`config.mk`:
```
export PLATFORM = sky130hd
export DESIGN_NAME = intercept_classifier
export DESIGN_NICKNAME = d
export VERILOG_FILES = /design/src/rtl/intercept_classifier.sv
export SDC_FILE = /design/constraint.sdc
export NUM_CORES = 1
export LEC_CHECK = 0
export BUFFER_PORTS_ARGS = -buffer_cell sky130_fd_sc_hd__buf_4
export CORE_MARGIN = 2
export CORE_UTILIZATION = 39
export CTS_CLUSTER_DIAMETER = 60
export DETAILED_ROUTE_END_ITERATION = 8
export PLACE_DENSITY = 0.71
export SYNTH_ARGS = -nofsm -noshare
export SYNTH_HDL_FRONTEND = slang
export SYNTH_SLANG_ARGS = --single-unit
```
`constraint.sdc`:
```
create_clock -name clk -period 3.4 [get_ports clk]
set_input_delay 1.02 -clock clk [delete_from_list [all_inputs] [get_ports clk]]
set_output_delay 1.02 -clock clk [all_outputs]
set_load 0.01 [all_outputs]
```
`src/rtl/intercept_classifier.sv`:
```
module intercept_classifier #(
  parameter int CODE_W   = 12,
  parameter int MASK_W   = 16,
  parameter int EXC_W    = 32,
  parameter int GEN_W    = 64,
  parameter int CR_SPAN  = 9,
  parameter int DR_SPAN  = 8,
  parameter int CRR_BASE = 'h000,
  parameter int CRW_BASE = 'h010,
  parameter int DRR_BASE = 'h020,
  parameter int DRW_BASE = 'h030,
  parameter int EXC_BASE = 'h040,
  parameter int GEN_BASE = 'h060
) (
  input  logic              clk,
  input  logic              rst_n,
  input  logic              load,
  input  logic              host_return,
  input  logic [MASK_W-1:0] cr_rd_mask,
  input  logic [MASK_W-1:0] cr_wr_mask,
  input  logic [MASK_W-1:0] dr_rd_mask,
  input  logic [MASK_W-1:0] dr_wr_mask,
  input  logic [EXC_W-1:0]  exc_mask,
  input  logic [GEN_W-1:0]  gen_vec,
  input  logic              query_valid,
  input  logic              guest_mode,
  input  logic [CODE_W-1:0] exit_code,
  output logic              resp_valid,
  output logic              resp_hit
);

  localparam logic [CODE_W-1:0] CRR_LO = CODE_W'(CRR_BASE);
  localparam logic [CODE_W-1:0] CRR_HI = CODE_W'(CRR_BASE + CR_SPAN - 1);
  localparam logic [CODE_W-1:0] CRW_LO = CODE_W'(CRW_BASE);
  localparam logic [CODE_W-1:0] CRW_HI = CODE_W'(CRW_BASE + CR_SPAN - 1);
  localparam logic [CODE_W-1:0] DRR_LO = CODE_W'(DRR_BASE);
  localparam logic [CODE_W-1:0] DRR_HI = CODE_W'(DRR_BASE + DR_SPAN - 1);
  localparam logic [CODE_W-1:0] DRW_LO = CODE_W'(DRW_BASE);
  localparam logic [CODE_W-1:0] DRW_HI = CODE_W'(DRW_BASE + DR_SPAN - 1);
  localparam logic [CODE_W-1:0] EXC_LO = CODE_W'(EXC_BASE);
  localparam logic [CODE_W-1:0] EXC_HI = CODE_W'(EXC_BASE + EXC_W - 1);
  localparam logic [CODE_W-1:0] GEN_LO = CODE_W'(GEN_BASE);
  localparam logic [CODE_W-1:0] GEN_HI = CODE_W'(GEN_BASE + GEN_W - 1);

  logic [MASK_W-1:0] cr_rd_q, cr_wr_q, dr_rd_q, dr_wr_q;
  logic [EXC_W-1:0]  exc_q;
  logic [GEN_W-1:0]  gen_q;
  logic              sel_hit;

  always_ff @(posedge clk) begin
    if (!rst_n) begin
      cr_rd_q <= '0;
      cr_wr_q <= '0;
      dr_rd_q <= '0;
      dr_wr_q <= '0;
      exc_q   <= '0;
      gen_q   <= '0;
    end else begin
      if (load) begin
        cr_rd_q <= cr_rd_mask;
        cr_wr_q <= cr_wr_mask;
        dr_rd_q <= dr_rd_mask;
        dr_wr_q <= dr_wr_mask;
        exc_q   <= exc_mask;
        gen_q   <= gen_vec;
      end
      if (host_return) begin
        exc_q <= '0;
        gen_q <= '0;
      end
    end
  end

  // Each window's offset is only used inside that window, so no shift goes past its vector.
  always_comb begin
    sel_hit = 1'b0;
    if (exit_code >= CRR_LO && exit_code <= CRR_HI)
      sel_hit = |(cr_rd_q & (MASK_W'(1) << (exit_code - CRR_LO)));
    else if (exit_code >= CRW_LO && exit_code <= CRW_HI)
      sel_hit = |(cr_wr_q & (MASK_W'(1) << (exit_code - CRW_LO)));
    else if (exit_code >= DRR_LO && exit_code <= DRR_HI)
      sel_hit = |(dr_rd_q & (MASK_W'(1) << (exit_code - DRR_LO)));
    else if (exit_code >= DRW_LO && exit_code <= DRW_HI)
      sel_hit = |(dr_wr_q & (MASK_W'(1) << (exit_code - DRW_LO)));
    else if (exit_code >= EXC_LO && exit_code <= EXC_HI)
      sel_hit = |(exc_q & (EXC_W'(1) << (exit_code - EXC_LO)));
    else if (exit_code >= GEN_LO && exit_code <= GEN_HI)
      sel_hit = |(gen_q & (GEN_W'(1) << (exit_code - GEN_LO)));
  end

  always_ff @(posedge clk) begin
    if (!rst_n) begin
      resp_valid <= 1'b0;
      resp_hit   <= 1'b0;
    end else begin
      resp_valid <= query_valid;
      resp_hit   <= query_valid & guest_mode & sel_hit;
    end
  end

  AST_RESP_AFTER_QUERY: assert property (@(posedge clk) disable iff (!rst_n)
    query_valid |=> resp_valid);
  AST_NO_SPURIOUS_RESP: assert property (@(posedge clk) disable iff (!rst_n)
    !query_valid |=> !resp_valid && !resp_hit);
  AST_HOST_MODE_MISS: assert property (@(posedge clk) disable iff (!rst_n)
    query_valid && !guest_mode |=> !resp_hit);
  AST_PAST_GENERAL_MISS: assert property (@(posedge clk) disable iff (!rst_n)
    query_valid && exit_code > GEN_HI |=> !resp_hit);
  AST_RETURN_CLEARS: assert property (@(posedge clk) disable iff (!rst_n)
    host_return |=> gen_q == '0 && exc_q == '0);
  AST_RETURN_KEEPS_CR: assert property (@(posedge clk) disable iff (!rst_n)
    host_return && !load |=> $stable(cr_rd_q) && $stable(dr_wr_q));

endmodule

```
==> results by group, run 1 <==
Layout
  – FILL cells: 1729
  – Final net count: roughly 1100
  – Number of antenna diodes: 0
  – Util after Layout: a little over half
  – Commonest non-fill, non-tap cell in the layout: buf_4
  – Register area: roughly 3100 um^2
  – Leading cell types in the layout, fill and taps excluded: 204 x buf_4, 163 x mux2i_1, 154 x dfxtp_1
  – Layout Cells excl Fill: 1223
  – Area delta synth->final: 30.7%
  – Area of the multi-input gates: ~4200 um^2
  – Layout cells sized above 1: 27.8%

STA
  – Final worst slack: 546 ps
  – Skew final: 11.5 ps
  – Tmin final: 2850 ps
  – Fmax: 350 MHz
  – Final worst-path cycle share: 83.9%
  – Relative slew slack: about a third
  – Final setup fails: 0
  – Worst slew pin tran: 1000 ps
  – RSZ-0062 raised after global routing: no
  – Hold violation total from the final report: 0
  – Slew Viols, Final: 0
  – Total negative setup slack: 0 ps

Global routing
  – Global-route wire length before repair: roughly 34 mm
  – GRT Resource Usage Total: 21.6%
  – Pin count of the biggest net entering global routing: 97
  – Initial antenna violation count: 0
  – Vias in the first global route: 6282
  – Congestion Overflow GR: 0

Setup path
  – WS Path Type: primary input to register
  – Worst endpoint required time: 3750 ps
  – Reg2reg setup slack: 1420 ps
  – Worst R2R Start: gen_q[40]
  – Worst reg-to-reg path cell count: 8
  – Worst Setup End Kind: register
  – Crit Path Max Fanout: 4
  – CP startpoint kind: primary input
  – CP arrival: 3210 ps
  – Reg2Reg Capture Point: resp_hit

CTS
  – Worst-path clk slew: 60 ps
  – Number of H-tree levels: 4
  – Post-CTS Repair Setup Buffers: 0
  – TritonCTS buffer count: 17
  – Hold buffer count at CTS: 0
  – Clock sinks: 154
  – Root buffer cell: clkbuf_16
  – CTS Buffer Depth: 2
  – PostCTS Resize Cnt: 0
  – TritonCTS clock tree: built
  – Clk_lat worst skew: 420 ps

Routing
  – DRT antenna net count: 0
  – Via density: between 5 and 6
  – Remaining DRCs: 0
  – DR iter-0 viols: 554
  – Drt wl/cell: around 18 um
  – Vias: around 6500
  – Routed WL: between 20 and 25 mm
  – Drt pass-1 iters: 6

Synth
  – Post-synth EDFFs: 0
  – Cells after synthesis: 787
  – Async set-reset flop share out of synthesis: 0%
  – Mux contribution to synthesized area: between 20 and 30%
  – Synth Area in XOR/XNOR: less than 1%
  – Synth Area in Adders: 1.66%
  – Mean Syn Cell Area: 9.57 um^2
  – Largest family of logic cells by synthesized area: multiplexers
  – Register bit total from synthesis: 154
  – Warnings, synthesis: 0
  – Netlist cell types: 64
  – Post-synthesis compound-gate area fraction: 10.0%
  – Post-synthesis simple-gate area fraction: 17.9%
  – Syn Nets: 975
  – Syn Std Cell Area: 7530 um^2
  – Ys flop type: dfxtp_1
  – Seq/Total Area, Yosys: 40.9%

Place
  – GP Congestion: 0.870
  – Placed instance count: roughly 1200
  – Dpl ws: 123 ps
  – # port buffers: roughly 170
  – Dpl hpwl: between 15 and 20 mm

Outcome
  – Outcome: finished, final reports clean

Floorplanning
  – Die area: 20400 um^2
  – Site row count: 50
  – Io pins: 180
  – Initial Util: 40.0%
  – Die height: 143 um
  – Core area: 18800 um^2
  – Chip width: 143 um

Worst hold path
  – Hold Crit Endpoint: gen_q[56]
  – WHS Path Cells: 2
  – HP Start: gen_q[56]
  – Min-Delay Path Class: register to register

Power and ir drop
  – Worst vdd ir: around 0.45 mV
  – PD cells: 466 nW/um^2
  – Leakage: 4.31 nW

Run
  – # Max-Cap Violations: 0
## Yosys cell counts (3+ instances only)
library cell	instances	area share [%]
and2_1	4	0.33
dfxtp_1	154	41
nand2_1	21	1.0
a221oi_1	7	0.81
o32ai_1	3	0.35
nand3_1	11	0.73
nor2b_1	64	5.3
inv_1	5	0.25
buf_2	6	0.40
ha_1	10	1.7
clkbuf_1	36	1.8
nand4_1	8	0.66
a22oi_1	17	1.7
o22ai_1	3	0.25
mux2_2	15	2.2
nor3_1	7	0.47
a22o_1	7	0.81
nor2_1	110	5.5
nor4_1	5	0.42
o221ai_1	3	0.35
nand3b_1	3	0.30
buf_1	20	1.0
nand2b_1	9	0.75
a31oi_1	7	0.58
o211ai_1	4	0.40
o21ai_0	12	0.80
and3_1	6	0.50
a21oi_1	13	0.86
mux4_2	5	1.5
mux2i_1	163	22
## how the worst max path moves through the flow
stage	start	endpoint	slack, ps	cells after the start
detailed placement	exit_code[10]	resp_hit	120	7
floorplan	exit_code[10]	resp_hit	220	7
finish	exit_code[10]	resp_hit	550	7
CTS	exit_code[10]	resp_hit	570	7
global placement	exit_code[10]	resp_hit	130	7
global route	exit_code[10]	resp_hit	490	7
## worst max-delay path, stage by stage
cell and delay [ps]:
buf_4 110, or4_4 570, or2_0 250, or4_4 530, o41a_1 420, o311a_1 130
a211oi_2 180
## where the power goes
group	internal (mW)	total, mW	switching [mW]	leakage, nW
logic	0.326	0.625	0.299	2.75
registers	1.88	1.93	0.0424	1.26
clock network	1.29	2.04	0.748	0.303
## sequential cells by signal, indices dropped and copies added, names as in the netlist
| signal | cells |
|---|---|
| cr_rd_q | 16 |
| dr_rd_q | 16 |
| dr_wr_q | 8 |
| resp_valid | 1 |
| cr_wr_q | 16 |
| exc_q | 32 |
| resp_hit | 1 |
| gen_q | 64 |
## cell families after synthesis
kind of cell    count (synthesis)
compound gates                102
xor+xnor                        2
fa+ha+maj                      10
buf+inv                        71
flops                         154
mux                           183
simple gates                  265
## metal layers
metal	track usage, %	part of all wire, %	wire length [um]	up-vias
met1	29.0	44	9650	3025
li1	-	-	-	3137
met3	6.17	8.7	1920	36
met2	34.0	46	10100	264
met5	0	0	0	-
met4	6.10	1.7	378	0
## final cells by class
cell class	count	area share, %
sequential	154	31.3
inverter	7	0.267
tap	260	3.30
multi-input combinational	562	42.3
clock inverter	10	1.68
clock buffer	22	4.82
timing repair buffer	208	16.3
## stage by stage
step                      power (mW)  hold slack, ps  instance area, um^2
after floorplan                 2.29             451                 7530
after global placement          2.58             467                 9210
after detailed placement        2.58             481                 9210
after CTS                       4.62             495                 9850
after global routing            4.77             517                 9850
final                           4.59             488                 9850
Power figures use the tool's default switching activity.
==> inputs of run 2 (changes only) <==
--- a/config.mk
+++ b/config.mk
@@ -5,12 +5,13 @@
 export SDC_FILE = /design/constraint.sdc
 export NUM_CORES = 1
 export LEC_CHECK = 0
+export ABC_AREA = 1
 export BUFFER_PORTS_ARGS = -buffer_cell sky130_fd_sc_hd__buf_4
 export CORE_MARGIN = 2
 export CORE_UTILIZATION = 39
 export CTS_CLUSTER_DIAMETER = 60
 export DETAILED_ROUTE_END_ITERATION = 8
-export PLACE_DENSITY = 0.71
+export PLACE_DENSITY = 0.73
 export SYNTH_ARGS = -nofsm -noshare
 export SYNTH_HDL_FRONTEND = slang
 export SYNTH_SLANG_ARGS = --single-unit
==> constraint.sdc (replaced) <==
create_clock -name clk -period 2.3 [get_ports clk]
set_input_delay 0.69 -clock clk [delete_from_list [all_inputs] [get_ports clk]]
set_output_delay 0.69 -clock clk [all_outputs]
set_load 0.01 [all_outputs]
==> results by group, run 2 <==
Layout
  – Area delta synth->final: 38.2% (was 30.7%)
  – Util after Layout: 54.5% (was 52.3%)
  – Number of antenna diodes: 0 (unchanged)
  – Layout cells sized above 1: 27.2% (was 27.8%)
  – Commonest non-fill, non-tap cell in the layout: nand2_1 (was buf_4)
  – Biggest register: gen_q (unchanged)
  – Leading cell types in the layout, fill and taps excluded: 264 x nand2_1, 255 x buf_4, 166 x nor2_1 (was 204 x buf_4, 163 x mux2i_1, 154 x dfxtp_1)
  – Number of flip-flops in the largest register: 64 (unchanged)
  – Largest regs: gen_q (64), exc_q (32) (unchanged)
  – Final net count: 1539 (was 1138)

Setup path
  – Crit-path leading delay family: simple AND/OR/NAND/NOR gates (unchanged)
  – Buffers & Inverters on Critical Path: 3 (was 1)
  – Worst endpoint required time: 2670 ps (was 3750 ps)
  – CP most frequent cell: nand2_1 (was or4_4)
  – Slowest stage delay, CP: 270 ps (was 570 ps)
  – Crit path capture: resp_hit (unchanged)
  – WS Path Type: primary input to register (unchanged)
  – Worst Setup End Kind: register (unchanged)
  – Worst reg-to-reg path cell count: 14 (was 8)
  – Crit. path cell count: 20 (was 7)
  – CP arrival: 2710 ps (was 3210 ps)
  – CP startpoint kind: primary input (unchanged)
  – Reg2Reg Capture Point: resp_hit (unchanged)
  – Slowest-stage cell, CP: nor2_4 (was or4_4)
  – Worst-path cell chain: buf_12 -> ha_4 -> nand2_2 -> nand2_1 -> inv_1 -> nand3_2 -> nor2_4 -> nand2_4 -> nor2_4 -> buf_4 -> nand3_1 -> nand3_1 -> nor2_1 -> nand2_1 -> nand3_2 -> nand2_1 -> nand2_1 -> nand2_1 -> nand2_2 -> a21oi_2 (was buf_4 -> or4_4 -> or2_0 -> or4_4 -> o41a_1 -> o311a_1 -> a211oi_2)
  – Worst R2R Start: exc_q[19] (was gen_q[40])
  – Setup crit start: exit_code[5] (was exit_code[10])
  – Crit Path Max Fanout: 8 (was 4)
  – Reg2reg setup slack: 800 ps (was 1420 ps)

STA
  – Total negative setup slack: -36.8 ps (was 0 ps)
  – Fmax: between 400 and 500 MHz
  – Final worst slack: -36.8 ps (was 546 ps)
  – RSZ-0062 raised after global routing: yes (was no)
  – Tmin final: 2340 ps
  – Slew Viols, Final: 0 (unchanged)
  – Hold violation total from the final report: 0 (unchanged)
  – Final worst-path cycle share: 102%
  – Final setup fails: 1 (was 0)
  – Relative slew slack: 69.9% (was 33.0%)
  – Skew final: 16.4 ps (was 11.5 ps)
  – Worst slew pin tran: 451 ps (was 1000 ps)

Power and ir drop
  – Worst vdd ir: 0.493 mV (was 0.449 mV)
  – Leakage: 4.61 nW (was 4.31 nW)
  – PD cells: 608 nW/um^2 (was 466 nW/um^2)
  – Post-layout total power: 6.41 mW (was 4.59 mW)

Global routing
  – Congestion Overflow GR: 0 (unchanged)
  – Pin count of the biggest net entering global routing: 58 (was 97)
  – Initial antenna violation count: 0 (unchanged)
  – Vias in the first global route: 7818 (was 6282)
  – GRT Resource Usage Total: 23.6% (was 21.6%)
  – Global-route wire length before repair: 38.2 mm (was 34.0 mm)

Floorplanning
  – Site row count: 51 (was 50)
  – Initial Util: 39.4% (was 40.0%)
  – Core area: 19300 um^2 (was 18800 um^2)
  – Die height: 144 um (was 143 um)
  – Die area: 20700 um^2 (was 20400 um^2)
  – Chip width: 144 um (was 143 um)
  – Io pins: 180 (unchanged)

CTS
  – Hold buffer count at CTS: 0 (unchanged)
  – TritonCTS clock tree: built (unchanged)
  – CTS Buffer Depth: 2 (unchanged)
  – TritonCTS buffer count: 17 (unchanged)
  – Number of H-tree levels: 4 (unchanged)
  – Clock sinks: 154 (unchanged)
  – Root buffer cell: clkbuf_16 (unchanged)
  – Worst-path clk slew: 60 ps (about the same)
  – Clk_lat worst skew: 450 ps (was 420 ps)

Outcome
  – Outcome: finished with violations (was finished, final reports clean)
  – Failing checks: setup timing

Synth
  – Top cells by area, synth: dfxtp_1 40%, nand2_1 13%, nor2_1 8.7% (was dfxtp_1 41%, mux2i_1 22%, nor2_1 5.5%)
  – Largest area contributor in the netlist: dfxtp_1 (unchanged)
  – Post-synth EDFFs: 0 (unchanged)
  – Warnings, synthesis: 0 (unchanged)
  – Register bit total from synthesis: 154 (unchanged)
  – Post-synth top cells: 273 x nand2_1, 176 x nor2_1, 154 x dfxtp_1, 104 x a21oi_1, 103 x nand3_1 (was 163 x mux2i_1, 154 x dfxtp_1, 110 x nor2_1, 64 x nor2b_1, 36 x clkbuf_1)
  – Syn Nets: 1323 (was 975)
  – Count leader, synth: nand2_1 (was mux2i_1)
  – Seq/Total Area, Yosys: 40.4% (was 40.9%)
  – Syn Std Cell Area: 7620 um^2 (was 7530 um^2)
  – Async set-reset flop share out of synthesis: 0% (unchanged)
  – Ys flop type: dfxtp_1 (unchanged)
  – Top cell type's share of synthesized area: 40.4% (was 40.9%)
  – Mean Syn Cell Area: 6.72 um^2 (was 9.57 um^2)
  – Cells after synthesis: 1135 (was 787)
  – Netlist cell types: 38 (was 64)

Place
  – # port buffers: 171 (unchanged)
  – GP Congestion: 0.913 (was 0.870)
  – Dpl ws: -529 ps (was 123 ps)
  – Dpl hpwl: 18.0 mm (was 15.7 mm)

Routing
  – Routed WL: 24.2 mm (was 22.0 mm)
  – Drt wl/cell: 14.9 um (was 18.0 um)
  – Vias: 8275 (was 6462)
  – DRT antenna net count: 0 (unchanged)
  – Remaining DRCs: 0 (unchanged)
  – Drt pass-1 iters: 5 (was 6)
  – DR iter-0 viols: 584 (was 554)
  – Via density: 5.08 (was 5.28)

Worst hold path
  – Min-Delay Path Class: register to register (unchanged)

Run
  – # Max-Cap Violations: 0 (unchanged)
run 2: how the worst min path moves through the flow:
stage / from / end / depth (start not counted)
floorplan: cr_wr_q[7] / cr_wr_q[7] / 2
global placement: dr_wr_q[1] / dr_wr_q[1] / 2
detailed placement: cr_wr_q[7] / cr_wr_q[7] / 2
CTS: cr_wr_mask[13] / cr_wr_q[13] / 3
global route: cr_wr_mask[2] / cr_wr_q[2] / 3
finish: dr_wr_q[1] / dr_wr_q[1] / 2
run 2: per-layer routing:
layer  routed length, um  GRT usage [%]  vias to the layer above
met5                   0              0                        -
li1                    -              -                     4192
met4                 524           8.05                        0
met3                1390           4.03                       44
met1               10800           31.3                     3777
met2               11500           38.9                      262
run 2: worst min-delay path: cells and delay by family (launching register included):
kind,cells,cell delay (ps)
DFF,1,300
AOI/OAI and AO/OA,1,60
buffers and inverters,1,60
run 2: kinds of logic (layout without fill, tap and decap cells):
group           after synthesis  after routing  share of synthesized area [%]
simple gates                627            627                           35.9
fa+ha+maj                    10             10                           1.64
flops                       154            154                           40.4
buf+inv                     139            368                           7.32
compound gates              204            204                           14.6
xor+xnor                      1              1                          0.115
run 2: what timing repair did:
item	4_1_cts	5_1_grt
resized for setup	22	23
pin swaps	24	27
setup endpoints to repair	1	1
buffers inserted	3	4
run 2: cell type report:
type                       instances  area, um^2
clock buffer                      21         470
clock inverter                    11        87.6
fill                            1861        8800
inverter                          68         264
multi-input combinational        842        4160
sequential                       154        3080
tap                              265         332
timing repair buffer             268        2140
run 2: where the power goes:
| part | switching (mW) | internal [mW] | leakage, nW |
|---|---|---|---|
| Sequential | 0.0633 | 2.79 | 1.26 |
| Clock | 1.19 | 1.48 | 0.268 |
| Combinational | 0.468 | 0.414 | 3.07 |
| Total | 1.72 | 4.69 | 4.61 |
run 2: through the flow:
step | hold WS, ps | instances | cell area, um^2
finish | 457 | 1629 | 10500
floorplan | 429 | 1135 | 7660
detailed placement | 452 | 1590 | 9750
global route | 477 | 1629 | 10500
global placement | 445 | 1590 | 9750
CTS | 461 | 1625 | 10400
==> inputs of run 3 (changes only) <==
--- a/config.mk
+++ b/config.mk
@@ -9,9 +9,10 @@
 export BUFFER_PORTS_ARGS = -buffer_cell sky130_fd_sc_hd__buf_4
 export CORE_MARGIN = 2
 export CORE_UTILIZATION = 39
-export CTS_CLUSTER_DIAMETER = 60
+export CTS_CLUSTER_DIAMETER = 80
 export DETAILED_ROUTE_END_ITERATION = 8
 export PLACE_DENSITY = 0.73
+export SETUP_SLACK_MARGIN = 0.05
 export SYNTH_ARGS = -nofsm -noshare
 export SYNTH_HDL_FRONTEND = slang
 export SYNTH_SLANG_ARGS = --single-unit
==> results by group, run 3 (synthesis results as in run 2) <==
Outcome
  – Outcome: finished, final reports clean (was finished with violations)

Power and ir drop
  – PD cells: 632 nW/um^2 (was 608 nW/um^2)
  – Leakage: 4.58 nW (was 4.61 nW)
  – Worst vdd ir: 0.467 mV (was 0.493 mV)

STA
  – Slew Viols, Final: 0 (unchanged)
  – Final worst slack: 37.4 ps (was -36.8 ps)
  – Final worst-path cycle share: 98.4% (was 102%)
  – Total negative setup slack: 0 ps (was -36.8 ps)
  – Worst slew pin tran: 465 ps (was 451 ps)
  – Fmax: 442 MHz (was 428 MHz)
  – RSZ-0062 raised after global routing: yes (unchanged)
  – Skew final: 6.65 ps (was 16.4 ps)
  – Final setup fails: 0 (was 1)
  – Relative slew slack: 69.0% (was 69.9%)
  – Hold violation total from the final report: 0 (unchanged)
  – WHS: 461 ps (was 457 ps)
  – Tmin final: 2260 ps (was 2340 ps)

Global routing
  – Initial antenna violation count: 0 (unchanged)
  – Pin count of the biggest net entering global routing: 82 (was 58)
  – GRT Resource Usage Total: 23.3% (was 23.6%)
  – Global-route wire length before repair: 38.1 mm (was 38.2 mm)
  – Vias in the first global route: 7704 (was 7818)
  – Congestion Overflow GR: 0 (unchanged)

Setup path
  – CP startpoint kind: primary input (unchanged)
  – Worst Setup End Kind: register (unchanged)
  – CP arrival: 2630 ps (was 2710 ps)
  – Reg2reg setup slack: 850 ps (was 800 ps)
  – Crit Path Max Fanout: 7 (was 8)
  – Worst endpoint required time: 2670 ps (about the same)
  – WS Path Type: primary input to register (unchanged)

Layout
  – Largest regs: gen_q (64), exc_q (32) (unchanged)
  – Util after Layout: 54.4% (was 54.5%)
  – Layout Cells excl Fill: 1621 (was 1629)
  – Final net count: 1531 (was 1539)
  – Biggest register: gen_q (unchanged)
  – Number of flip-flops in the largest register: 64 (unchanged)
  – FILL cells: 1933 (was 1861)
  – Layout cells sized above 1: 26.2% (was 27.2%)
  – Commonest non-fill, non-tap cell in the layout: nand2_1 (unchanged)
  – Area delta synth->final: 38.1% (was 38.2%)
  – Number of antenna diodes: 0 (unchanged)
  – Leading cell types in the layout, fill and taps excluded: 268 x nand2_1, 246 x buf_4, 166 x nor2_1 (was 264 x nand2_1, 255 x buf_4, 166 x nor2_1)

Place
  – # port buffers: 171 (unchanged)
  – Dpl ws: -492 ps (was -529 ps)
  – Placed instance count: 1588 (was 1590)
  – Dpl hpwl: 17.8 mm (was 18.0 mm)
  – GP Congestion: 0.907 (was 0.913)

Routing
  – Drt pass-1 iters: 5 (unchanged)
  – Vias: 8182 (was 8275)
  – Remaining DRCs: 0 (unchanged)
  – Via density: 5.05 (was 5.08)
  – DRT antenna net count: 0 (unchanged)
  – Drt wl/cell: 14.8 um (was 14.9 um)
  – Routed WL: 23.9 mm (was 24.2 mm)
  – DR iter-0 viols: 596 (was 584)

CTS
  – Root buffer cell: clkbuf_16 (unchanged)
  – Number of H-tree levels: 4 (unchanged)
  – Clk_lat worst skew: 430 ps (was 450 ps)
  – Worst-path clk slew: 60 ps (about the same)
  – Clock sinks: 154 (unchanged)
  – CTS Buffer Depth: 2 (unchanged)
  – TritonCTS buffer count: 17 (unchanged)
  – TritonCTS clock tree: built (unchanged)

Worst hold path
  – Min-Delay Path Class: register to register (unchanged)

Floorplanning
  – Site row count: 51 (unchanged)
  – Io pins: 180 (unchanged)
  – Chip width: 144 um (unchanged)
  – Initial Util: 39.4% (unchanged)
  – Die height: 144 um (unchanged)
  – Core area: 19300 um^2 (unchanged)
  – Die area: 20700 um^2 (unchanged)

Run
  – # Max-Cap Violations: 0 (unchanged)
-- run 3: changes by cell type in the layout (fill, tap and decap cells not counted), moves of 2 or more --
cell | before | now
nor2_2 | 14 | 12
nand2_2 | 9 | 6
buf_12 | 9 | 12
nand2_1 | 264 | 268
nand3_1 | 93 | 95
nor2_4 | 12 | 14
nand2_4 | 3 | 1
buf_4 | 255 | 246
clkbuf_8 | 3 | 1
buf_6 | 4 | 2
bufinv_16 | 0 | 3
-- run 3: routing by layer --
layer	part of all wire (%)	track usage, %
met1	47	31.9
met2	46	37.9
met3	5.0	4.13
met4	1.8	6.45
met5	0	0
-- run 3: metrics by stage --
step           cell area [um^2]  power [mW]
4_1_cts                   10500        6.67
3_5_place_dp               9820        3.77
5_1_grt                   10500        6.90
6_report                  10500        6.65
3_3_place_gp               9820        3.76
2_1_floorplan              7690        3.28
-- run 3: what timing repair did --
action,in CTS,in global routing
resized for setup,16,7
endpoints found under the setup margin,1,1
pin swaps,13,8
setup buffers,1,0
hold buffers,0,0
endpoints found under the hold margin,0,0
-- run 3: critical path: stages --
cell,delay (ps)
buf_4,130
ha_4,150
nand2_1,50
nand2_1,50
inv_1,60
nand3_2,70
nor2_4,140
buf_12,150
nand2_2,60
nor2_4,200
nand3_1,120
nand2_1,80
nor2_1,40
nand2_1,50
nor2_1,30
nand2_1,110
nand3_2,100
nand2_2,80
nand2_1,50
nand2_1,60
nand2_1,50
a21oi_2,100
-- run 3: cell type report --
type | instances | area (um^2) | share of cell area [%]
well taps | 265 | 332 | 3.15
flip-flops and latches | 154 | 3080 | 29.3
clock buffers | 20 | 447 | 4.24
multi-input cells | 842 | 4130 | 39.2
clock inverters | 12 | 163 | 1.55
inverters | 68 | 264 | 2.51
repair buffers | 260 | 2110 | 20.0
-- run 3: path summary, 6_finish.rpt --
path	startpoint	end	cells after the start
worst max-delay path	exit_code[6]	resp_hit	22
worst min-delay path	cr_wr_q[7]	cr_wr_q[7]	2
worst max register to register	gen_q[56]	resp_hit	14
worst min register to register	cr_wr_q[7]	cr_wr_q[7]	2
-- run 3: where the power goes --
| group | leakage, nW | switching [mW] | internal, mW |
|---|---|---|---|
| clock | 0.292 | 1.17 | 1.75 |
| combinational | 3.03 | 0.460 | 0.409 |
| sequential | 1.26 | 0.0633 | 2.79 |
